[config.mk]
export PLATFORM = sky130hd
export DESIGN_NAME = aux_pwm_pair
export DESIGN_NICKNAME = d
export VERILOG_FILES = /design/src/rtl/aux_pwm_pkg.sv /design/src/rtl/aux_pwm_ctrl.sv /design/src/rtl/aux_pwm_datapath.sv /design/src/rtl/aux_pwm_pair.sv
export SDC_FILE = /design/constraint.sdc
export NUM_CORES = 1
export LEC_CHECK = 0
export ABC_AREA = 1
export BUFFER_PORTS_ARGS = -buffer_cell sky130_fd_sc_hd__buf_2
export CELL_PAD_IN_SITES_DETAIL_PLACEMENT = 0
export CELL_PAD_IN_SITES_GLOBAL_PLACEMENT = 1
export CORE_UTILIZATION = 30
export CTS_BUF_LIST = sky130_fd_sc_hd__clkbuf_8
export CTS_CLUSTER_SIZE = 14
export DETAILED_ROUTE_END_ITERATION = 16
export GPL_TIMING_DRIVEN = 0
export HOLD_SLACK_MARGIN = 0.05
export PLACE_DENSITY_LB_ADDON = 0.3
export SLEW_MARGIN = 40
export SYNTH_ARGS = -nofsm -noshare
export SYNTH_HDL_FRONTEND = slang
export SYNTH_SLANG_ARGS = --single-unit
[constraint.sdc]
create_clock -name clk -period 3.8 [get_ports clk]
set_input_delay 0.38 -clock clk [delete_from_list [all_inputs] [get_ports clk]]
set_output_delay 0.38 -clock clk [all_outputs]
set_load 0.01 [all_outputs]
[src/rtl/aux_pwm_pkg.sv]
package aux_pwm_pkg;
  localparam int ADDR_W = 3;
  localparam logic [ADDR_W-1:0] ADR_PER0  = 3'd0;
  localparam logic [ADDR_W-1:0] ADR_DUTY0 = 3'd1;
  localparam logic [ADDR_W-1:0] ADR_PER1  = 3'd2;
  localparam logic [ADDR_W-1:0] ADR_DUTY1 = 3'd3;
  localparam logic [ADDR_W-1:0] ADR_MODE  = 3'd4;

  typedef struct packed {
    logic load0;    // channel 0 period end: restart counter, take staged values
    logic load1;    // channel 1 restart / take staged values
    logic loadMode; // latch staged mode bit
  } auxStrobes_t;
endpackage

[src/rtl/aux_pwm_ctrl.sv]
module aux_pwm_ctrl
  import aux_pwm_pkg::*;
#(
  parameter int CNT_W = 16,
  localparam int CW = CNT_W + 1
) (
  input  logic             clk,
  input  logic             rst,
  input  logic [CW-1:0]    cnt0,
  input  logic [CW-1:0]    cnt1,
  input  logic [CNT_W-1:0] actPer0,
  input  logic [CNT_W-1:0] actPer1,
  input  logic             modeAct,
  input  logic             modeStg,
  output auxStrobes_t      strb
);
  logic end0, end1;

  always_comb begin
    end0 = (cnt0 == {actPer0, 1'b1});
    end1 = !modeAct && (cnt1 == {actPer1, 1'b1});
    strb.load0    = end0;
    strb.loadMode = end0;
    strb.load1    = end1 || (end0 && (modeAct || modeStg));
  end


  offset_follow_chk: assert property (@(posedge clk) disable iff (rst)
    (modeAct && strb.load1) |-> strb.load0);
endmodule

[src/rtl/aux_pwm_datapath.sv]
module aux_pwm_datapath
  import aux_pwm_pkg::*;
#(
  parameter int CNT_W = 16,
  localparam int CW = CNT_W + 1
) (
  input  logic              clk,
  input  logic              rst,
  input  logic              wrEn,
  input  logic [ADDR_W-1:0] wrAddr,
  input  logic [CNT_W-1:0]  wrData,
  input  auxStrobes_t       strb,
  output logic [CW-1:0]     cnt0,
  output logic [CW-1:0]     cnt1,
  output logic [CNT_W-1:0]  actPer0,
  output logic [CNT_W-1:0]  actPer1,
  output logic              modeAct,
  output logic              modeStg,
  output logic              pwmOut0,
  output logic              pwmOut1
);
  logic [CNT_W-1:0] stgPer0, stgDuty0, stgPer1, stgDuty1;
  logic [CNT_W-1:0] actDuty0, actDuty1;
  logic [CW-1:0]    onLen0, onLen1, offExt, relCnt;

  always_ff @(posedge clk) begin
    if (rst) begin
      stgPer0 <= '0; stgDuty0 <= '0; stgPer1 <= '0; stgDuty1 <= '0; modeStg <= 1'b0;
    end else if (wrEn) begin
      case (wrAddr)
        ADR_PER0:  stgPer0  <= wrData;
        ADR_DUTY0: stgDuty0 <= wrData;
        ADR_PER1:  stgPer1  <= wrData;
        ADR_DUTY1: stgDuty1 <= wrData;
        ADR_MODE:  modeStg  <= wrData[0];
        default: ;
      endcase
    end
  end

  always_ff @(posedge clk) begin
    if (rst) begin
      cnt0 <= '0; actPer0 <= '0; actDuty0 <= '0; modeAct <= 1'b0;
    end else if (strb.load0) begin
      cnt0 <= '0; actPer0 <= stgPer0; actDuty0 <= stgDuty0; modeAct <= modeStg;
    end else begin
      cnt0 <= cnt0 + 1'b1;
    end
  end

  always_ff @(posedge clk) begin
    if (rst) begin
      cnt1 <= '0; actPer1 <= '0; actDuty1 <= '0;
    end else begin
      if (strb.load1) begin
        actPer1 <= stgPer1; actDuty1 <= stgDuty1;
      end
      cnt1 <= (modeAct || strb.load1) ? '0 : cnt1 + 1'b1;
    end
  end

  always_comb begin
    onLen0  = {actDuty0, 1'b0};
    onLen1  = {actDuty1, 1'b0};
    offExt  = {1'b0, actPer1};
    relCnt  = cnt0 - offExt;
    pwmOut0 = cnt0 < onLen0;
    if (modeAct) pwmOut1 = (cnt0 >= offExt) && (relCnt < onLen1);
    else         pwmOut1 = cnt1 < onLen1;
  end


  cnt0_range_chk: assert property (@(posedge clk) disable iff (rst)
    cnt0 <= {actPer0, 1'b1});

  duty_zero_low_chk: assert property (@(posedge clk) disable iff (rst)
    (actDuty0 == '0) |-> !pwmOut0);

  shadow_hold_chk: assert property (@(posedge clk) disable iff (rst)
    !strb.load0 |=> $stable(actPer0) && $stable(actDuty0));

  offset_cnt1_idle_chk: assert property (@(posedge clk) disable iff (rst)
    modeAct |-> (cnt1 == '0));
endmodule

[src/rtl/aux_pwm_pair.sv]
module aux_pwm_pair
  import aux_pwm_pkg::*;
#(
  parameter int CNT_W = 16
) (
  input  logic              clk,
  input  logic              rst,
  input  logic              wrEn,
  input  logic [ADDR_W-1:0] wrAddr,
  input  logic [CNT_W-1:0]  wrData,
  output logic              pwmOut0,
  output logic              pwmOut1
);
  localparam int CW = CNT_W + 1;

  auxStrobes_t      strb;
  logic [CW-1:0]    cnt0, cnt1;
  logic [CNT_W-1:0] actPer0, actPer1;
  logic             modeAct, modeStg;

  aux_pwm_ctrl #(.CNT_W(CNT_W)) uCtrl (
    .clk(clk), .rst(rst), .cnt0(cnt0), .cnt1(cnt1),
    .actPer0(actPer0), .actPer1(actPer1),
    .modeAct(modeAct), .modeStg(modeStg), .strb(strb)
  );

  aux_pwm_datapath #(.CNT_W(CNT_W)) uData (
    .clk(clk), .rst(rst), .wrEn(wrEn), .wrAddr(wrAddr), .wrData(wrData),
    .strb(strb), .cnt0(cnt0), .cnt1(cnt1), .actPer0(actPer0), .actPer1(actPer1),
    .modeAct(modeAct), .modeStg(modeStg), .pwmOut0(pwmOut0), .pwmOut1(pwmOut1)
  );


  reset_low_chk: assert property (@(posedge clk) $past(rst) |-> !pwmOut0 && !pwmOut1);
endmodule

==> flow_summary.json, run 1 <==
{
  "status": "finished clean",
  "via_count": 7579,
  "crit_arrival_ps": 3220,
  "numPortBuffers": 23,
  "ioPinCount": 24,
  "syn_area_um2": 8670,
  "cp_slowest_cell": "fa_2",
  "drive_above_1_share": 0.0934,
  "slew_headroom": 0.620,
  "die_w_um": 172,
  "postRouteAntennaNets": 0,
  "synthArstFlopShare": 0,
  "first_global_vias": 7002,
  "irDropWorstVdd_mv": 0.246,
  "max_cap_viol_count": 0,
  "final_common_cell": "nor2_1",
  "ys.flop_type": "dfxtp_1",
  "hold_viol": 0,
  "ctsHtreeMaxLevel": 4,
  "hpwl_um": 20200,
  "place_inst": 1628,
  "syn_nets": 1313,
  "ys_seq_area_frac": 0.379,
  "endpoint": "pwmOut1",
  "cts_made_buffers": 17,
  "totalWireLength_um": 25600,
  "skew_ps": 20.4,
  "core_area_um2": 28100,
  "clk_pin_slew_worst_paths_ps": 100,
  "cts_hold_buffers": 0,
  "ys_warn_count": 0,
  "fin_crit_sh": 0.947,
  "diodes": 0,
  "drv_slew": 0,
  "grt.total_usage": 0.181,
  "p_leak_nw": 4.25,
  "grt_pass1_wl_um": 39900,
  "clockRootBuffer": "clkbuf_8",
  "hold_class": "input port to flip-flop",
  "worst_slew_pin_slew_ps": 570,
  "cp-start-kind": "flip-flop",
  "r2r-start": "uData.cnt0[12]$_SDFF_PP0_",
  "final_cell_mix": "nor2_1, nand2_1, dfxtp_1",
  "drtPass1Iterations": 6,
  "grt_max_degree": 19,
  "synth_cell_types": 39,
  "cp-startpoint": "uData.cnt0[0]$_SDFF_PP0_",
  "cts_tree": "yes",
  "setup.worst_path.class": "flip-flop to output pin",
  "fill_cells": 3157,
  "finalInstanceArea_um2": 9790,
  "place_congestion": 0.854,
  "syn_to_final_growth_pct": 12.8,
  "row_count": 61,
  "path_cells": "inv_2 > ha_2 > inv_2 > fa_2 > nand2_2 > o2bb2ai_4 > o21ai_4 > nand2_2 > nand2_2 > xor2_2 > ha_1 > a211o_1 > nor3_2 > nand3_1 > nand2_1 > buf_2",
  "reg2reg_slack_ps": 1600,
  "avgSynthCellArea_um2": 7.07,
  "fmax_mhz": 278,
  "period_minus_slack_ps": 3600,
  "endpoint_kind": "output pin",
  "clkLatencyLatePin_ps": 470,
  "layout.cells.non_filler": 1663,
  "start_util": 0.309,
  "cts_sinks": 164,
  "r2r_cells": 10,
  "synth_seq_cells": 164,
  "placed_cell_area_um2": 9260,
  "grt_overflow": 0,
  "viasPerCell": 4.56,
  "wl_per_cell_um": 15.4,
  "power_density_nw_per_um2": 648,
  "synth_edf_count": 0,
  "cp_common_cell": "nand2_2",
  "nets": 1358,
  "crit-reg2reg-capture": "uData.actPer0[8]$_SDFFE_PP0P_",
  "cts_buffer_depth": 2,
  "cp_max_fo": 4,
  "drc_errors": 0,
  "critical_path_required_ps": 3420,
  "setup_viol": 0,
  "antenna_found_initial": 0,
  "drt_iter0_markers": 476,
  "synthCells": 1227,
  "die_h_um": 172,
  "die_area_um2": 29600,
  "slowest_delay_ps": 380
}
==> synth_stat cells, drive strengths merged, types with 19 or more instances <==
cell type  count  area (um2)
a21oi        116         581
dfxtp        164        3280
inv          154         578
clkbuf        26        97.6
o21ai        121         606
nand3         60         305
nand2        189         714
ha            63         788
nand4         21         138
nor2         216         816
xor2          29         254
buf           19         158
==> cell families after synthesis <==
group                    share of synthesized area
AND/OR/NAND/NOR                              0.244
adder cells (fa/ha/maj)                     0.0932
XOR/XNOR                                    0.0374
flip-flops                                   0.379
AO/OA/AOI/OAI                                0.151
buffers and inverters                       0.0961
==> what timing repair did <==
item / in CTS / in global routing
pin swaps: 1 / 4
buffers inserted: 1 / 2
endpoints found under the setup margin: 1 / 1
resized for setup: 14 / 22
==> critical path: cells and delay by family, from the launching register on <==
kind	cells	cell delay (ps)
buffers and inverters	3	240
adder cells (fa/ha/maj)	3	890
AO/OA/AOI/OAI	3	550
XOR/XNOR	1	190
flip-flops	1	340
AND/OR/NAND/NOR	6	550
==> layout make-up <==
cell class / instances / area (um2) / share of cell area
clock buffer: 17 / 234 / 0.0239
tap: 378 / 473 / 0.0483
buffer: 45 / 255 / 0.0261
timing repair buffer: 26 / 138 / 0.0141
sequential: 164 / 3300 / 0.337
multi-input combinational: 864 / 4650 / 0.475
clock inverter: 15 / 156 / 0.0160
inverter: 154 / 578 / 0.0591
==> stage by stage <==
step | util | total power [mW] | hold slack [ps] | setup slack [ps] | setup TNS [ps]
6_report | 0.348 | 6.34 | 217 | 202 | 0
5_1_grt | 0.348 | 6.93 | 192 | -38.7 | -38.7
4_1_cts | 0.346 | 6.34 | 181 | 6.50 | 0
3_5_place_dp | 0.330 | 5.01 | 440 | 142 | 0
3_3_place_gp | 0.330 | 4.99 | 427 | 166 | 0
2_1_floorplan | - | 4.22 | 417 | 815 | 0
==> worst min-delay path by stage <==
stage                                         from                        endpoint  slack, ps  cells past startpoint
after floorplan           uData.cnt0[0]$_SDFF_PP0_        uData.cnt0[0]$_SDFF_PP0_        420                      1
after global placement    uData.cnt0[0]$_SDFF_PP0_        uData.cnt0[0]$_SDFF_PP0_        430                      1
after detailed placement  uData.cnt0[0]$_SDFF_PP0_        uData.cnt0[0]$_SDFF_PP0_        440                      1
after CTS                                wrData[3]   uData.stgPer1[3]$_SDFFE_PP0P_        180                      3
after global routing                     wrData[3]   uData.stgPer1[3]$_SDFFE_PP0P_        190                      3
final                                    wrData[1]  uData.stgDuty0[1]$_SDFFE_PP0P_        220                      3
==> power breakdown <==
group	internal [mW]	leakage [nW]	total, mW	switching (mW)
sequential	2.00	1.34	2.15	0.143
combinational	1.11	2.72	2.94	1.84
clock	0.493	0.195	1.25	0.758
total	3.60	4.25	6.34	2.74
==> sequential cells by signal, summed over array words and instances, names as in the netlist, 16 cells and up <==
register        cells
uData.actPer1      16
uData.stgDuty1     16
uData.actDuty0     16
uData.stgDuty0     16
uData.cnt0         17
uData.stgPer1      16
uData.actDuty1     16
uData.stgPer0      16
uData.cnt1         17
uData.actPer0      16
==> metal layers <==
metal | track usage | wire length (um)
met1 | 0.258 | 13300
met2 | 0.285 | 11300
met3 | 0.0220 | 673
met4 | 0.0489 | 264
met5 | 0 | 0
(Power assumes the default switching activity.)
==> run 2, diff against run 1 <==
--- a/config.mk
+++ b/config.mk
@@ -9,7 +9,7 @@
 export BUFFER_PORTS_ARGS = -buffer_cell sky130_fd_sc_hd__buf_2
 export CELL_PAD_IN_SITES_DETAIL_PLACEMENT = 0
 export CELL_PAD_IN_SITES_GLOBAL_PLACEMENT = 1
-export CORE_UTILIZATION = 30
+export CORE_UTILIZATION = 48
 export CTS_BUF_LIST = sky130_fd_sc_hd__clkbuf_8
 export CTS_CLUSTER_SIZE = 14
 export DETAILED_ROUTE_END_ITERATION = 16
==> run 2 against run 1 <==
Clock power increased by 8%. First-iteration DRC count increased by 5.7%. Sequential share of layout area increased by 0.50 points. Wire length decreased by 7.9%. Flip-flop and latch count unchanged. Non-clock buffer count decreased by 1. Setup slack got worse by 15 ps.
==> flow_summary.json, run 2 (synthesized netlist as in run 1, its figures left out) <==
{
  "status": "finished clean",
  "slew_headroom": 0.640,
  "postRouteAntennaNets": 0,
  "rsz0062_at_grt": "no",
  "grt_max_degree": 20,
  "core_area_um2": 17500,
  "final_common_cell": "nor2_1",
  "drive_above_1_share": 0.0911,
  "cts_tree": "yes",
  "drt_iter0_markers": 503,
  "clk_pin_slew_worst_paths_ps": 100,
  "path_buf_inv": 3,
  "grt_overflow": 0,
  "die_h_um": 136,
  "syn_to_final_growth_pct": 11.0,
  "row_count": 48,
  "max_cap_viol_count": 0,
  "slowest_delay_ps": 360,
  "reg_top3": "uData.cnt0 x17, uData.cnt1 x17",
  "finalInstanceArea_um2": 9630,
  "setup_viol": 0,
  "drc_errors": 0,
  "cp_top_family": "compound AO/OA/AOI/OAI gates",
  "drv_slew": 0,
  "cp_slowest_cell": "dfxtp_1",
  "start_util": 0.496,
  "wl_per_cell_um": 15.6,
  "numPortBuffers": 23,
  "period_minus_slack_ps": 3610,
  "fin_setup_tns_ps": 0,
  "hold_viol": 0,
  "grt_pass1_wl_um": 37300,
  "irDropWorstVdd_mv": 0.297,
  "endpoint_kind": "output pin",
  "cts_buffer_depth": 2,
  "via_count": 7864,
  "viasPerCell": 5.21,
  "critical_path_required_ps": 3420,
  "nets": 1357,
  "grt.total_usage": 0.268,
  "place_congestion": 0.899,
  "totalWireLength_um": 23500,
  "clockRootBuffer": "clkbuf_8",
  "met2_usage": 0.385,
  "setup.worst_path.class": "flip-flop to output pin",
  "diodes": 0,
  "fin_crit_sh": 0.951,
  "skew_ps": 16.6,
  "p_leak_nw": 4.28,
  "crit_arrival_ps": 3230,
  "power_density_nw_per_um2": 668,
  "die_area_um2": 18600,
  "cts_sinks": 164,
  "fmax_mhz": 277,
  "first_global_vias": 6946,
  "cp_max_fo": 4,
  "grtUsageMet1": 0.397,
  "final_cell_mix": "nor2_1, nand2_1, dfxtp_1",
  "clkLatencyLatePin_ps": 480,
  "placed_cell_area_um2": 9070,
  "path_cells": "inv_1 > ha_1 > a21oi_1 > o21ai_0 > inv_1 > nor2_1 > nor2_1 > nand2_1 > xor2_2 > ha_4 > a211o_1 > nor3_2 > nand3_1 > nand2_1 > buf_2",
  "dp_slack_ps": 210,
  "busiest_layer": "met1",
  "ctsHtreeMaxLevel": 4,
  "worst_slew_pin_slew_ps": 540,
  "ioPinCount": 24,
  "hpwl_um": 18500,
  "cts_made_buffers": 17,
  "antenna_found_initial": 0,
  "setup_slack_ps": 187,
  "hold_class": "input port to flip-flop",
  "die_w_um": 136,
  "drtPass1Iterations": 5,
  "cp-start-kind": "flip-flop",
  "grt_use_met3": 0.0350
}
run 2: cell types whose count changed in the layout (fill, tap and decap cells not counted), moves of 3 or more:
cell     before  now
ha_1         56   61
ha_2          6    1
dfxtp_4       3    0
dfxtp_2       4    8
run 2: worst paths after layout:
kind | cells past startpoint | start | to | slack [ps]
worst max-delay path | 15 | uData.actPer1[9]$_SDFFE_PP0P_ | pwmOut1 | 190
worst min-delay path | 3 | wrData[1] | uData.stgPer1[1]$_SDFFE_PP0P_ | 200
worst max register to register | 10 | uData.cnt0[12]$_SDFF_PP0_ | uData.actPer0[5]$_SDFFE_PP0P_ | 1580
worst min register to register | 1 | uData.cnt0[0]$_SDFF_PP0_ | uData.cnt0[0]$_SDFF_PP0_ | 430
run 2: tightest hold or removal path: stages:
cell    delay, ps
buf_2         120
nor2_1         50
nor2_1         80
run 2: metal layers:
metal,wire length [um],part of all wire
met1,12100,0.51
met4,748,0.032
met2,9660,0.41
met3,1030,0.044
met5,0,0
run 2: area by class of cell:
type                       count  area [um2]
clock buffer                  17         234
sequential                   164        3290
fill                        1736        7850
multi-input combinational    864        4650
buffer                        45         255
inverter                     154         578
timing repair buffer          25         130
clock inverter                15         200
tap                          225         282
run 2: repair_timing:
item | in CTS | in global routing
pin swaps | 2 | 5
hold buffers | 0 | 0
setup buffers | 1 | 1
endpoints found under the setup margin | 1 | 1
gates resized for setup | 5 | 25
run 2: power by group:
| group | leakage, nW | internal, mW | total (mW) | switching, mW |
|---|---|---|---|---|
| clock | 0.218 | 0.572 | 1.35 | 0.776 |
| sequential | 1.34 | 2.01 | 2.15 | 0.141 |
| combinational | 2.73 | 1.12 | 2.94 | 1.82 |
run 2: stage by stage:
stage	utilization	power, mW	hold slack, ps	cells
6_report	0.551	6.43	199	1509
3_5_place_dp	0.519	4.97	439	1475
2_1_floorplan	-	4.22	417	1227
3_3_place_gp	0.519	4.90	430	1475
4_1_cts	0.545	6.34	181	1508
5_1_grt	0.551	6.98	204	1509
==> run 3, diff against run 2 <==
--- a/config.mk
+++ b/config.mk
@@ -9,7 +9,7 @@
 export BUFFER_PORTS_ARGS = -buffer_cell sky130_fd_sc_hd__buf_2
 export CELL_PAD_IN_SITES_DETAIL_PLACEMENT = 0
 export CELL_PAD_IN_SITES_GLOBAL_PLACEMENT = 1
-export CORE_UTILIZATION = 48
+export CORE_UTILIZATION = 51
 export CTS_BUF_LIST = sky130_fd_sc_hd__clkbuf_8
 export CTS_CLUSTER_SIZE = 14
 export DETAILED_ROUTE_END_ITERATION = 16
==> constraint.sdc (replaced) <==
create_clock -name clk -period 4.67 [get_ports clk]
set_input_delay 0.467 -clock clk [delete_from_list [all_inputs] [get_ports clk]]
set_output_delay 0.467 -clock clk [all_outputs]
set_load 0.01 [all_outputs]
==> run 3 against run 2 <==
Clock skew decreased by 4.1 ps. Flip-flop and latch count unchanged. Critical endpoint unchanged. Largest power group unchanged. Register-to-register slack improved by 920 ps. Highest routed layer unchanged. Critical path type unchanged. Cell count decreased by 0.46%.
==> flow_summary.json, run 3 (synthesized netlist as in run 1, its figures left out) <==
{
  "hpwl_um": 18300,
  "r2r-start": "uData.cnt0[12]$_SDFF_PP0_",
  "hold_class": "input port to flip-flop",
  "ctsHtreeMaxLevel": 4,
  "drt_iter0_markers": 454,
  "grt.total_usage": 0.273,
  "die_h_um": 132,
  "clockRootBuffer": "clkbuf_8",
  "ioPinCount": 24,
  "place_congestion": 0.863,
  "die_w_um": 132,
  "drtPass1Iterations": 5,
  "final_cell_mix": "nor2_1, nand2_1, dfxtp_1",
  "crit-reg2reg-capture": "uData.actPer0[4]$_SDFFE_PP0P_",
  "postRouteAntennaNets": 0,
  "antenna_found_initial": 0,
  "setup.worst_path.class": "flip-flop to output pin",
  "die_area_um2": 17500,
  "seqCellArea_um2": 3280,
  "cp_top_family": "compound AO/OA/AOI/OAI gates",
  "drc_errors": 0,
  "grt_use_met3": 0.0408,
  "rsz0062_at_grt": "no",
  "diodes": 0,
  "totalWireLength_um": 23100,
  "slew_headroom": 0.628,
  "row_count": 47,
  "fill_cells": 1655,
  "r2r_cells": 10,
  "p_leak_nw": 4.23,
  "dp_slack_ps": 974,
  "wl_per_cell_um": 15.4,
  "hold_start": "wrData[0]",
  "cts_made_buffers": 17,
  "nets": 1355,
  "syn_to_final_growth_pct": 9.09,
  "critical_path_required_ps": 4200,
  "cp_slowest_cell": "o21ai_0",
  "worst_slew_pin_slew_ps": 553,
  "reg2reg_slack_ps": 2500,
  "drive_above_1_share": 0.0694,
  "cts_buffer_depth": 2,
  "viasPerCell": 5.16,
  "numPortBuffers": 23,
  "met2_usage": 0.401,
  "period_minus_slack_ps": 4230,
  "busiest_layer": "met2",
  "clk_pin_slew_worst_paths_ps": 100,
  "cts_sinks": 164,
  "cp-start-kind": "flip-flop",
  "reg_top3": "uData.cnt0 x17, uData.cnt1 x17",
  "skew_ps": 12.5,
  "path_buf_inv": 3,
  "min_to": "uData.stgPer0[0]$_SDFFE_PP0P_",
  "via_count": 7746,
  "cp_common_cell": "nand2_1",
  "p_total_mw": 5.03,
  "fmax_mhz": 236,
  "drv_slew": 0,
  "cts_hold_buffers": 0,
  "grt_pass1_wl_um": 36700,
  "cp_max_fo": 4,
  "cts-resized-gates": 0,
  "final_util": 0.570,
  "hold_viol": 0,
  "slowest_delay_ps": 480,
  "crit_arrival_ps": 3770,
  "clkLatencyLatePin_ps": 470,
  "multi_input_area_um2": 4560,
  "cts_tree": "yes",
  "start_util": 0.523,
  "power_density_nw_per_um2": 532,
  "core_area_um2": 16600,
  "fin_crit_sh": 0.906,
  "setup_slack_ps": 437,
  "fin_setup_tns_ps": 0,
  "cts_setup_buffers": 0,
  "grt_overflow": 0,
  "max_cap_viol_count": 0,
  "status": "finished clean",
  "first_global_vias": 6861,
  "grt_max_degree": 19,
  "final_common_cell": "nor2_1",
  "endpoint_kind": "output pin",
  "path_cells": "inv_1 > ha_1 > inv_1 > fa_1 > nand2_1 > o2bb2ai_1 > o21ai_0 > nand2_1 > nand2_1 > xor2_1 > ha_1 > a211o_1 > nor3_1 > nand3_1 > nand2_1 > buf_2",
  "min_path_cells": 3,
  "grtUsageMet1": 0.401,
  "irDropWorstVdd_mv": 0.215,
  "setup_viol": 0
}
==> run 3: changes by cell type in the layout (fill, tap and decap cells not counted), moves of 3 or more <==
cell and delta:
dfxtp_1 +8, dfxtp_2 -8, inv_1 +3, xor2_1 +3, xor2_2 -3
==> run 3: metrics by stage <==
stage | hold WS (ps) | cell area (um2) | std cells
6_report | 286 | 9460 | 1502
5_1_grt | 285 | 9460 | 1502
4_1_cts | 272 | 9460 | 1502
3_5_place_dp | 435 | 9060 | 1470
3_3_place_gp | 429 | 9060 | 1470
2_1_floorplan | 417 | 8670 | 1227
==> run 3: worst reg2reg max path: cells and delay by family, from the launching register on <==
family	cells	cell delay, ps
simple gates	6	690
buf+inv	2	390
flops	1	520
compound gates	2	440
==> run 3: worst max path at each step <==
stage | depth (start not counted) | from | end
after floorplan | 15 | uData.cnt0[0]$_SDFF_PP0_ | pwmOut1
after global placement | 16 | uData.cnt0[0]$_SDFF_PP0_ | pwmOut1
after detailed placement | 16 | uData.cnt0[0]$_SDFF_PP0_ | pwmOut1
after CTS | 16 | uData.cnt0[0]$_SDFF_PP0_ | pwmOut1
after global routing | 16 | uData.cnt0[0]$_SDFF_PP0_ | pwmOut1
final | 16 | uData.cnt0[0]$_SDFF_PP0_ | pwmOut1
==> run 3: where the power goes <==
part / leakage, nW / switching, mW / internal, mW
Sequential: 1.33 / 0.119 / 1.63
Clock: 0.204 / 0.618 / 0.403
Combinational: 2.70 / 1.42 / 0.841
==> run 3: layout make-up <==
type / instances / share of cell area
Tap cell: 220 / 0.0291
Clock buffer: 17 / 0.0247
Inverter: 154 / 0.0611
Timing Repair Buffer: 23 / 0.0122
Buffer: 45 / 0.0270
Multi-Input combinational cell: 864 / 0.482
Sequential cell: 164 / 0.347
Clock inverter: 15 / 0.0173
==> run 3: routing by layer <==
metal	share of wire	routed length [um]
met4	0.028	646
met1	0.52	12000
met3	0.042	975
met5	0	0
met2	0.41	9520
